==> src/rtl/pwm6_pkg.sv <==
package pwm6_pkg;
  localparam int NUM_CH   = 6;
  localparam int CNT_W    = 8;
  localparam int PRE_W    = 7;
  localparam int SEL_W    = 3;
  // channels paced by prescaler B; all others use A
  localparam logic [NUM_CH-1:0] SRC_B_MAP = 6'b001100;
endpackage

==> src/rtl/pwm6_prescaler.sv <==
module pwm6_prescaler #(
  parameter int PRE_W = 7,
  parameter int SEL_W = 3
) (
  input  logic             clk_i,
  input  logic             rst_ni,
  input  logic [SEL_W-1:0] sel_i,
  output logic             tick_o
);
  logic [PRE_W-1:0] cnt_q;
  logic [PRE_W-1:0] mask;

  always_ff @(posedge clk_i or negedge rst_ni)
    if (!rst_ni) cnt_q <= '0;
    else         cnt_q <= cnt_q + 1'b1;

  assign mask   = PRE_W'((PRE_W+1)'(1) << sel_i) - 1'b1;
  assign tick_o = (cnt_q & mask) == mask;


  tick_spacing_chk: assert property (@(posedge clk_i) disable iff (!rst_ni)
    (tick_o && sel_i != '0 && $stable(sel_i)) |=> !tick_o);
endmodule

==> src/rtl/pwm6_channel.sv <==
module pwm6_channel #(
  parameter int CNT_W = 8
) (
  input  logic             clk_i,
  input  logic             rst_ni,
  input  logic             tick_i,
  input  logic             en_i,
  input  logic             center_i,
  input  logic [CNT_W-1:0] period_i,
  input  logic [CNT_W-1:0] duty_i,
  output logic             pwm_o
);
  logic [CNT_W-1:0] cnt_q, per_q, duty_q;
  logic             dir_dn_q, center_q, act_q;
  logic [CNT_W:0]   cnt_nx;

  assign cnt_nx = {1'b0, cnt_q} + 9'(1);

  always_ff @(posedge clk_i or negedge rst_ni) begin
    if (!rst_ni) begin
      cnt_q <= '0; per_q <= '0; duty_q <= '0;
      dir_dn_q <= 1'b0; center_q <= 1'b0; act_q <= 1'b0;
    end else begin
      act_q <= en_i;
      if (!en_i || !act_q) begin
        cnt_q    <= '0;
        dir_dn_q <= 1'b0;
        per_q    <= period_i;
        duty_q   <= duty_i;
        center_q <= center_i;
      end else if (tick_i) begin
        if (!center_q) begin
          if (cnt_nx >= {1'b0, per_q}) begin
            cnt_q  <= '0;
            per_q  <= period_i;
            duty_q <= duty_i;
          end else begin
            cnt_q <= cnt_nx[CNT_W-1:0];
          end
        end else if (!dir_dn_q) begin
          cnt_q <= cnt_nx[CNT_W-1:0];
          if (cnt_nx >= {1'b0, per_q}) dir_dn_q <= 1'b1;
        end else if (cnt_q <= CNT_W'(1)) begin
          cnt_q    <= '0;
          dir_dn_q <= 1'b0;
          per_q    <= period_i;
          duty_q   <= duty_i;
        end else begin
          cnt_q <= cnt_q - 1'b1;
        end
      end
    end
  end

  always_comb begin
    if (!act_q || duty_q == '0) pwm_o = 1'b0;
    else if (duty_q >= per_q)    pwm_o = 1'b1;
    else                         pwm_o = cnt_q < duty_q;
  end


  off_when_disabled_chk: assert property (@(posedge clk_i) disable iff (!rst_ni)
    !en_i |=> !pwm_o);

  buffered_update_chk: assert property (@(posedge clk_i) disable iff (!rst_ni)
    (act_q && en_i && !tick_i) |=> ($stable(per_q) && $stable(duty_q)));

  align_locked_chk: assert property (@(posedge clk_i) disable iff (!rst_ni)
    (act_q && en_i) |=> $stable(center_q));

  edge_range_chk: assert property (@(posedge clk_i) disable iff (!rst_ni)
    (act_q && !center_q && per_q != '0) |-> cnt_q < per_q);

  sym_range_chk: assert property (@(posedge clk_i) disable iff (!rst_ni)
    (act_q && center_q && per_q != '0) |-> cnt_q <= per_q);

  start_at_zero_chk: assert property (@(posedge clk_i) disable iff (!rst_ni)
    (en_i && !act_q) |=> (cnt_q == '0 && !dir_dn_q));
endmodule

==> src/rtl/pwm6_dual_presc.sv <==
module pwm6_dual_presc
  import pwm6_pkg::*;
(
  input  logic                    clk_i,
  input  logic                    rst_ni,
  input  logic [SEL_W-1:0]        presc_a_sel_i,
  input  logic [SEL_W-1:0]        presc_b_sel_i,
  input  logic [NUM_CH-1:0]       center_en_i,
  input  logic [NUM_CH-1:0]       ch_en_i,
  input  logic [NUM_CH*CNT_W-1:0] period_i,
  input  logic [NUM_CH*CNT_W-1:0] duty_i,
  output logic [NUM_CH-1:0]       pwm_o
);
  logic tick_a, tick_b;

  pwm6_prescaler #(.PRE_W(PRE_W), .SEL_W(SEL_W)) u_presc_a (
    .clk_i, .rst_ni, .sel_i(presc_a_sel_i), .tick_o(tick_a));
  pwm6_prescaler #(.PRE_W(PRE_W), .SEL_W(SEL_W)) u_presc_b (
    .clk_i, .rst_ni, .sel_i(presc_b_sel_i), .tick_o(tick_b));

  for (genvar n = 0; n < NUM_CH; n++) begin : g_ch
    logic tick;
    if (SRC_B_MAP[n]) begin : g_b
      assign tick = tick_b;
    end else begin : g_a
      assign tick = tick_a;
    end
    pwm6_channel #(.CNT_W(CNT_W)) u_ch (
      .clk_i, .rst_ni, .tick_i(tick), .en_i(ch_en_i[n]),
      .center_i(center_en_i[n]),
      .period_i(period_i[n*CNT_W +: CNT_W]),
      .duty_i(duty_i[n*CNT_W +: CNT_W]),
      .pwm_o(pwm_o[n]));
  end


  reset_quiet_chk: assert property (@(posedge clk_i) disable iff (!rst_ni)
    $past(!rst_ni) |-> pwm_o == '0);
endmodule

==> config.mk <==
export PLATFORM = sky130hd
export DESIGN_NAME = pwm6_dual_presc
export DESIGN_NICKNAME = d
export VERILOG_FILES = /design/src/rtl/pwm6_pkg.sv /design/src/rtl/pwm6_prescaler.sv /design/src/rtl/pwm6_channel.sv /design/src/rtl/pwm6_dual_presc.sv
export SDC_FILE = /design/constraint.sdc
export NUM_CORES = 1
export LEC_CHECK = 0
export ABC_AREA = 1
export BUFFER_PORTS_ARGS = -buffer_cell sky130_fd_sc_hd__buf_2
export CORE_ASPECT_RATIO = 0.5
export CORE_MARGIN = 2
export CORE_UTILIZATION = 50
export CTS_BUF_LIST = sky130_fd_sc_hd__clkbuf_8 sky130_fd_sc_hd__clkbuf_16
export DETAILED_ROUTE_END_ITERATION = 10
export GPL_TIMING_DRIVEN = 0
export PLACE_DENSITY = 0.69
export SLEW_MARGIN = 25
export SYNTH_ARGS = -nofsm -noshare
export SYNTH_HDL_FRONTEND = slang
export SYNTH_SLANG_ARGS = --single-unit
==> constraint.sdc <==
create_clock -name clk_i -period 3.25 [get_ports clk_i]
set_input_delay 0.4875 -clock clk_i [delete_from_list [all_inputs] [get_ports clk_i]]
set_output_delay 0.4875 -clock clk_i [all_outputs]
set_load 0.03 [all_outputs]
==> results of run 1 <==
repair_timing:
action                                  CTS  global route
hold buffers                              1             0
resized for setup                         0            12
endpoints found under the setup margin    0            52
endpoints found under the hold margin    23             0
cells in the mapped netlist, drive strengths merged:
library cell / instances
buf: 38
nand2: 437
o211ai: 10
o221ai: 6
nand3b: 3
ha: 160
nand4: 40
or2: 4
a31oi: 1
a21oi: 154
nor4: 3
clkinv: 2
nor2: 170
nor3b: 1
nand3: 188
inv: 257
a21o: 5
o21ai: 38
o21a: 15
o2111ai: 1
a22oi: 1
xor2: 68
nor3: 33
and2: 1
o22ai: 1
xnor2: 6
dfrtp: 176
clkbuf: 2
logic make-up after synthesis:
group / Yosys count
compound gates: 232
xor+xnor: 74
buf+inv: 299
flops: 176
simple gates: 880
fa+ha+maj: 160
flip-flops by register name, summed over array words and instances, names as in the netlist:
name and cells:
g_ch.u_ch.cnt_q 48, g_ch.u_ch.duty_q 48, g_ch.u_ch.per_q 48, u_presc_a.cnt_q 7, u_presc_b.cnt_q 7, g_ch.u_ch.act_q 6, g_ch.u_ch.center_q 6, g_ch.u_ch.dir_dn_q 6
report_power, final:
group	leakage, nW	switching [mW]	total [mW]	internal [mW]
clock network	0.274	0.966	2.00	1.03
registers	2.18	0.278	2.76	2.48
logic	5.90	1.60	2.64	1.04
worst min path at each step:
| stage | start | end | slack [ps] | depth (start not counted) |
|---|---|---|---|---|
| floorplan | rst_ni | g_ch[0].u_ch.act_q | 190 | 0 |
| global placement | g_ch[0].u_ch.per_q[3] | g_ch[0].u_ch.per_q[3] | 460 | 2 |
| detailed placement | rst_ni | g_ch[5].u_ch.duty_q[6] | 350 | 1 |
| CTS | ch_en_i[5] | g_ch[5].u_ch.act_q | 120 | 1 |
| global route | ch_en_i[5] | g_ch[5].u_ch.act_q | 130 | 1 |
| finish | ch_en_i[5] | g_ch[5].u_ch.act_q | 140 | 1 |
stage by stage:
step	setup slack (ps)	hold slack, ps	instance area (µm²)	std cells	utilization, %
floorplan	697	192	13600	1821	-
global placement	-1250	456	14700	2294	55.2
detailed placement	92.4	351	14700	2296	55.4
CTS	49.5	122	15300	2329	57.6
global route	4.43	126	15400	2329	57.8
finish	290	144	15400	2329	57.8
metal layers:
metal  vias to the layer above  global-route usage, %  share of wire (%)  wire, µm
met5                         -                      0                  0         0
met4                         0                   6.80                1.4       426
met2                       159                   36.2                 45     13700
li1                       6237                      -                  -         -
met3                        31                   3.77                2.9       889
met1                      5432                   30.8                 51     15500
area by class of cell:
type | instances | share of cell area [%]
well taps | 352 | 2.87
flip-flops and latches | 176 | 28.7
inverters | 259 | 6.33
clock buffers | 19 | 2.95
clock inverters | 13 | 0.684
repair buffers | 124 | 4.43
multi-input cells | 1346 | 52.2
plain buffers | 40 | 1.85
==> impl_metrics.prom, run 1 <==
# TYPE chip_impl_metric gauge
chip_impl_metric{name="cts.reportedPaths.clkPinSlew",unit="ps"} 70
chip_impl_info{name="critical_path.startpoint_type",value="flop"} 1
chip_impl_metric{name="total_track_usage",unit="%"} 22.4
chip_impl_metric{name="maximum_number_of_pins_on_one_net_before_global_route_repair",unit=""} 88
chip_impl_metric{name="diodes",unit=""} 0
chip_impl_metric{name="cpPeakStageDelay",unit="ps"} 360
chip_impl_metric{name="finalNetCount",unit=""} 2240
chip_impl_metric{name="avgRoutedWirePerCell",unit="µm"} 13.1
chip_impl_info{name="netlist.top_cell.by_area",value="dfrtp_1"} 1
chip_impl_metric{name="num_vias",unit=""} 11900
chip_impl_metric{name="drcViolationCount",unit=""} 0
chip_impl_metric{name="finalHoldViolations",unit=""} 0
chip_impl_info{name="critical_path.top_delay_family",value="simple AND/OR/NAND/NOR gates"} 1
chip_impl_metric{name="detailedRoute.firstIterationViolations",unit=""} 689
chip_impl_metric{name="area_fraction_in_compound_gates_after_synthesis",unit="%"} 9.46
chip_impl_info{name="regToRegEndpoint",value="g_ch[1].u_ch.duty_q[1]"} 1
chip_impl_info{name="worst_path_max_delay_cell",value="dfrtp_1"} 1
chip_impl_metric{name="sum_of_overflow_across_all_layers_after_global_routing",unit=""} 0
chip_impl_metric{name="worst-path-buf-inv",unit=""} 4
chip_impl_metric{name="cts-buffers-inserted",unit=""} 17
chip_impl_metric{name="source_to_sink_clock_delay_at_the_later_pin_of_the_worst_skew_pair",unit="ps"} 460
chip_impl_info{name="synth_area_leaders",value="dfrtp_1 (32%), ha_1 (15%), nand2_1 (11%), nand3_1 (6.9%), inv_1 (6.9%)"} 1
chip_impl_metric{name="report.final.slew_viol_count",unit=""} 0
chip_impl_metric{name="worst-r2r-setup-slack",unit="ps"} 290
chip_impl_metric{name="drt_first_pass_iters",unit=""} 5
chip_impl_metric{name="synthesis.area",unit="µm²"} 13600
chip_impl_metric{name="routabilityCongestion",unit=""} 0.887
chip_impl_metric{name="grt_first_pass_wirelength",unit="µm"} 52200
chip_impl_metric{name="first_global_vias",unit=""} 11200
chip_impl_info{name="synth_top_family_by_area",value="simple AND/OR/NAND/NOR gates"} 1
chip_impl_metric{name="leakage",unit="nW"} 8.35
chip_impl_info{name="critPathKind",value="flop to flop"} 1
chip_impl_metric{name="worst-endpoint-arrival",unit="ps"} 3360
chip_impl_info{name="worst_hold_path_type",value="input port to flop"} 1
chip_impl_metric{name="fp.dieArea",unit="µm²"} 28700
chip_impl_metric{name="reg2regPathDepth",unit=""} 18
chip_impl_metric{name="drt_wl_total",unit="µm"} 30500
chip_impl_metric{name="detail_route.vias_per_cell",unit=""} 5.09
chip_impl_metric{name="syn-mean-instance-area",unit="µm²"} 7.49
chip_impl_info{name="layout.cells.most_common_list",value="nand2_1 (408), inv_1 (250), nand3_1 (187)"} 1
chip_impl_info{name="timing.critical_path.cells",value="buf_2 > inv_1 > nor3_2 > nand4_1 > nand2_1 > inv_1 > ha_1 > nand2_1 > nor3_1 > nand2_1 > nand3_1 > nand2_1 > nand3_1 > nand2_2 > nand2_4 > buf_2 > nand3_1 > nand2_1"} 1
chip_impl_info{name="rsz_0062_raised_after_global_routing",value="false"} 1
chip_impl_metric{name="final.fill_count",unit=""} 2499
chip_impl_metric{name="vdd_ir_drop_max",unit="V"} 0.000424
chip_impl_metric{name="crit_path_cell_count",unit=""} 18
chip_impl_info{name="most_frequent_standard_cell_in_the_layout_excluding_fill_and_tap_cells",value="nand2_1"} 1
chip_impl_metric{name="post_synth_fa_ha_maj_area_fraction",unit="%"} 14.7
chip_impl_metric{name="shortest_clock_period_the_worst_path_allows_after_layout",unit="ps"} 2960
chip_impl_info{name="worst_setup_endpoint",value="g_ch[1].u_ch.duty_q[1]"} 1
chip_impl_metric{name="fmax_achieved",unit="MHz"} 338
chip_impl_metric{name="tightest_slew",unit="ps"} 733
chip_impl_metric{name="setup_tns",unit="ps"} 0
chip_impl_metric{name="die_x",unit="µm"} 238
chip_impl_metric{name="footprint_of_the_multi_input_gates",unit="µm²"} 8020
chip_impl_metric{name="synth.yosys.seq_area_share",unit="%"} 32.3
chip_impl_metric{name="placeableCoreArea",unit="µm²"} 26600
chip_impl_metric{name="share_of_the_synthesized_area_in_the_top_cell_type",unit="%"} 32.3
chip_impl_metric{name="synth.area.mux_share",unit="%"} 0
chip_impl_metric{name="tritoncts_num_sinks",unit=""} 176
chip_impl_metric{name="cp_max_fo",unit=""} 10
chip_impl_info{name="crit_path_end_kind",value="flop"} 1
chip_impl_metric{name="sum_of_internal_switching_and_leakage_power",unit="mW"} 7.40
chip_impl_metric{name="power_density",unit="nW/µm²"} 482
chip_impl_metric{name="grt_antenna_before_repair",unit=""} 0
chip_impl_info{name="clock_tree_root",value="clkbuf_16"} 1
chip_impl_metric{name="relSlewSlack",unit="%"} 50.8
chip_impl_metric{name="drive_gt1_share",unit="%"} 13.4
chip_impl_metric{name="data_required_time_at_the_worst_endpoint",unit="ps"} 3650
chip_impl_metric{name="synthesis.instances",unit=""} 1821
chip_impl_info{name="status",value="complete, no violations"} 1
chip_impl_info{name="critical_path.startpoint",value="g_ch[1].u_ch.cnt_q[2]"} 1
chip_impl_metric{name="setup-violations-final",unit=""} 0
chip_impl_metric{name="post_cts_buffers",unit=""} 0
chip_impl_metric{name="yosysWarnings",unit=""} 0
chip_impl_metric{name="placementRows",unit=""} 42
chip_impl_metric{name="post_detailed_placement_half_perimeter_wirelength",unit="µm"} 23700
chip_impl_info{name="cp_common_cell",value="nand2_1"} 1
chip_impl_metric{name="finalCritPeriodShare",unit="%"} 91.1
chip_impl_metric{name="fin_worst_skew",unit="ps"} 9.34
chip_impl_metric{name="io_pins",unit=""} 122
chip_impl_metric{name="syn-num-nets",unit=""} 2097
chip_impl_metric{name="area.growth.synth_to_final",unit="%"} 12.7
chip_impl_metric{name="synth-xor-area-share",unit="%"} 4.75
chip_impl_metric{name="area.sequential",unit="µm²"} 4410
chip_impl_metric{name="yosys.area_share.simple",unit="%"} 29.6
chip_impl_info{name="clock_tree_from_tritoncts",value="yes"} 1
chip_impl_metric{name="clock_tree.htree_level_count",unit=""} 4
chip_impl_metric{name="maxCapViolCount",unit=""} 0
chip_impl_metric{name="die_height",unit="µm"} 121
chip_impl_info{name="rr_startpoint",value="g_ch[1].u_ch.cnt_q[2]"} 1
chip_impl_metric{name="io_buffer_count",unit=""} 121
chip_impl_metric{name="synth_cell_types",unit=""} 46
chip_impl_metric{name="synth-seq-cells",unit=""} 176
chip_impl_metric{name="initial_core_util",unit="%"} 51.3
chip_impl_metric{name="drtAntennaViolNets",unit=""} 0
chip_impl_metric{name="clock_path_buffers",unit=""} 2
Power figures use the tool's default switching activity.
==> run 2: changes to the inputs <==
==> constraint.sdc (replaced) <==
create_clock -name clk_i -period 3.25 [get_ports clk_i]
set_input_delay 0 -clock clk_i [delete_from_list [all_inputs] [get_ports clk_i]]
set_output_delay 0 -clock clk_i [all_outputs]
set_load 0.03 [all_outputs]
==> impl_metrics.prom, run 2 (synthesis results as in run 1) <==
# TYPE chip_impl_metric gauge
chip_impl_metric{name="report.final.slew_viol_count",unit=""} 0
chip_impl_metric{name="initial_core_util",unit="%"} 51.3
chip_impl_metric{name="setup-violations-final",unit=""} 0
chip_impl_metric{name="final_cells",unit=""} 2437
chip_impl_metric{name="finalHoldViolations",unit=""} 0
chip_impl_metric{name="cts-buffers-inserted",unit=""} 17
chip_impl_metric{name="avgRoutedWirePerCell",unit="µm"} 13.2
chip_impl_info{name="regToRegEndpoint",value="g_ch[5].u_ch.cnt_q[4]"} 1
chip_impl_metric{name="tightest_slew",unit="ps"} 733
chip_impl_metric{name="leakage",unit="nW"} 8.81
chip_impl_metric{name="io_pins",unit=""} 122
chip_impl_metric{name="reg2regPathDepth",unit=""} 15
chip_impl_metric{name="routabilityCongestion",unit=""} 0.887
chip_impl_metric{name="grt_first_pass_wirelength",unit="µm"} 54800
chip_impl_metric{name="clock_tree.htree_level_count",unit=""} 4
chip_impl_metric{name="drt_first_pass_iters",unit=""} 7
chip_impl_metric{name="footprint_of_the_multi_input_gates",unit="µm²"} 8020
chip_impl_metric{name="final_core_util",unit="%"} 61.8
chip_impl_metric{name="final.fill_count",unit=""} 2363
chip_impl_metric{name="first_global_vias",unit=""} 11700
chip_impl_metric{name="cpPeakStageDelay",unit="ps"} 500
chip_impl_info{name="layout.cells.most_common_list",value="nand2_1 (408), inv_1 (250), nand3_1 (187)"} 1
chip_impl_metric{name="power_density",unit="nW/µm²"} 457
chip_impl_metric{name="io_buffer_count",unit=""} 121
chip_impl_info{name="rr_startpoint",value="g_ch[5].u_ch.cnt_q[0]"} 1
chip_impl_info{name="worst_hold_path_type",value="input port to asynchronous set/reset pin"} 1
chip_impl_metric{name="grt_antenna_before_repair",unit=""} 0
chip_impl_metric{name="source_to_sink_clock_delay_at_the_later_pin_of_the_worst_skew_pair",unit="ps"} 460
chip_impl_metric{name="placed_cells",unit=""} 2296
chip_impl_metric{name="area.sequential",unit="µm²"} 4410
chip_impl_metric{name="fp.dieArea",unit="µm²"} 28700
chip_impl_metric{name="drcViolationCount",unit=""} 0
chip_impl_metric{name="pre_cts_ws",unit="ps"} 92.4
chip_impl_info{name="critical_path.startpoint_type",value="flop"} 1
chip_impl_info{name="timing.critical_path.cells",value="ha_1 > nand2_1 > nor2_2 > nand3_1 > xor2_1 > inv_1 > ha_1 > a21o_1 > nand3_1 > nand2_1 > nor2_2 > nand4_4 > nand2_1 > nand2_1 > a21oi_1"} 1
chip_impl_info{name="crit_path_end_kind",value="flop"} 1
chip_impl_metric{name="finalCritPeriodShare",unit="%"} 91.3
chip_impl_info{name="most_frequent_standard_cell_in_the_layout_excluding_fill_and_tap_cells",value="nand2_1"} 1
chip_impl_info{name="clock_tree_root",value="clkbuf_16"} 1
chip_impl_metric{name="placeableCoreArea",unit="µm²"} 26600
chip_impl_metric{name="finalNetCount",unit=""} 2348
chip_impl_metric{name="data_required_time_at_the_worst_endpoint",unit="ps"} 3630
chip_impl_metric{name="drt_wl_total",unit="µm"} 32200
chip_impl_metric{name="tritoncts_num_sinks",unit=""} 176
chip_impl_metric{name="cp_max_fo",unit=""} 18
chip_impl_info{name="worst_path_max_delay_cell",value="dfrtp_1"} 1
chip_impl_metric{name="num_vias",unit=""} 12300
chip_impl_metric{name="vdd_ir_drop_max",unit="V"} 0.000425
chip_impl_info{name="clock_tree_from_tritoncts",value="yes"} 1
chip_impl_metric{name="cts.reportedPaths.clkPinSlew",unit="ps"} 70
chip_impl_metric{name="drtAntennaViolNets",unit=""} 0
chip_impl_metric{name="area.growth.synth_to_final",unit="%"} 20.6
chip_impl_metric{name="drive_gt1_share",unit="%"} 12.8
chip_impl_metric{name="worst-r2r-setup-slack",unit="ps"} 280
chip_impl_info{name="layout_top_registers",value="g_ch.u_ch.cnt_q: 48 flops, g_ch.u_ch.duty_q: 48 flops, g_ch.u_ch.per_q: 48 flops"} 1
chip_impl_metric{name="fin_worst_skew",unit="ps"} 9.55
chip_impl_metric{name="relSlewSlack",unit="%"} 50.8
chip_impl_info{name="status",value="complete, no violations"} 1
chip_impl_info{name="rsz_0062_raised_after_global_routing",value="false"} 1
chip_impl_metric{name="fmax_achieved",unit="MHz"} 337
chip_impl_metric{name="diodes",unit=""} 0
chip_impl_metric{name="detailedRoute.firstIterationViolations",unit=""} 776
chip_impl_metric{name="die_x",unit="µm"} 238
chip_impl_metric{name="placementRows",unit=""} 42
chip_impl_metric{name="shortest_clock_period_the_worst_path_allows_after_layout",unit="ps"} 2970
chip_impl_metric{name="detail_route.vias_per_cell",unit=""} 5.06
chip_impl_metric{name="post_detailed_placement_half_perimeter_wirelength",unit="µm"} 23700
chip_impl_metric{name="maxCapViolCount",unit=""} 0
chip_impl_metric{name="total_track_usage",unit="%"} 23.5
chip_impl_metric{name="sum_of_internal_switching_and_leakage_power",unit="mW"} 7.51
chip_impl_info{name="critPathKind",value="flop to flop"} 1
chip_impl_metric{name="worst-endpoint-arrival",unit="ps"} 3350
chip_impl_metric{name="maximum_number_of_pins_on_one_net_before_global_route_repair",unit=""} 88
chip_impl_metric{name="setup_ws",unit="ps"} 284
chip_impl_info{name="cp_common_cell",value="nand2_1"} 1
chip_impl_metric{name="clock_path_buffers",unit=""} 2
chip_impl_metric{name="setup_tns",unit="ps"} 0
chip_impl_metric{name="die_height",unit="µm"} 121
chip_impl_metric{name="sum_of_overflow_across_all_layers_after_global_routing",unit=""} 0
## run 2: cell type report
class                      count  area share [%]
buffer                        39            1.70
sequential                   176            26.8
tap                          352            2.68
timing repair buffer         233            10.7
multi-input combinational   1346            48.8
clock buffer                  19            2.75
clock inverter                13           0.639
inverter                     259            5.91
## run 2: what timing repair did
action / CTS / global route
hold buffers: 110 / 0
hold endpoints to repair: 284 / 0
gates resized for setup: 0 / 12
setup buffers: 0 / 0
endpoints found under the setup margin: 0 / 53
## run 2: worst max-delay path by stage
stage,startpoint,end,slack [ps],cells past startpoint
6_report,g_ch[5].u_ch.cnt_q[0],g_ch[5].u_ch.cnt_q[4],280,15
5_1_grt,g_ch[0].u_ch.cnt_q[2],g_ch[0].u_ch.per_q[6],10,18
4_1_cts,g_ch[3].u_ch.cnt_q[0],g_ch[3].u_ch.duty_q[6],50,18
3_5_place_dp,g_ch[3].u_ch.cnt_q[0],g_ch[3].u_ch.duty_q[6],90,18
3_3_place_gp,rst_ni,g_ch[2].u_ch.per_q[1],-770,1
2_1_floorplan,g_ch[3].u_ch.cnt_q[0],g_ch[3].u_ch.duty_q[1],700,18
## run 2: critical path, delay by kind of cell, from the launching register on
family	cells	cell delay, ps
DFF	1	500
and+or+nand+nor	9	1310
xor gates and xnor gates	1	140
adders and majority gates	2	550
AOI/OAI and AO/OA	2	320
buffers and inverters	1	80
## run 2: power by group
part | leakage, nW | internal, mW | total, mW | switching, mW
registers | 2.18 | 2.48 | 2.76 | 0.279
logic | 6.36 | 1.12 | 2.75 | 1.63
clock network | 0.274 | 1.03 | 2.00 | 0.965
total | 8.81 | 4.64 | 7.51 | 2.87
## run 2: stage by stage
stage	hold slack (ps)	area [µm²]
after CTS	138	16400
after floorplan	-296	13600
after global placement	125	14700
final	133	16400
after detailed placement	-137	14700
after global routing	161	16400
## run 2: layer usage
| metal | routed length (µm) | vias to the layer above | share of wire (%) | track usage [%] |
|---|---|---|---|---|
| met1 | 15900 | 5658 | 49 | 31.6 |
| met2 | 14900 | 189 | 46 | 39.4 |
| met3 | 944 | 30 | 2.9 | 4.18 |
| li1 | - | 6456 | - | - |
| met5 | 0 | - | 0 | 0 |
| met4 | 436 | 0 | 1.4 | 6.25 |
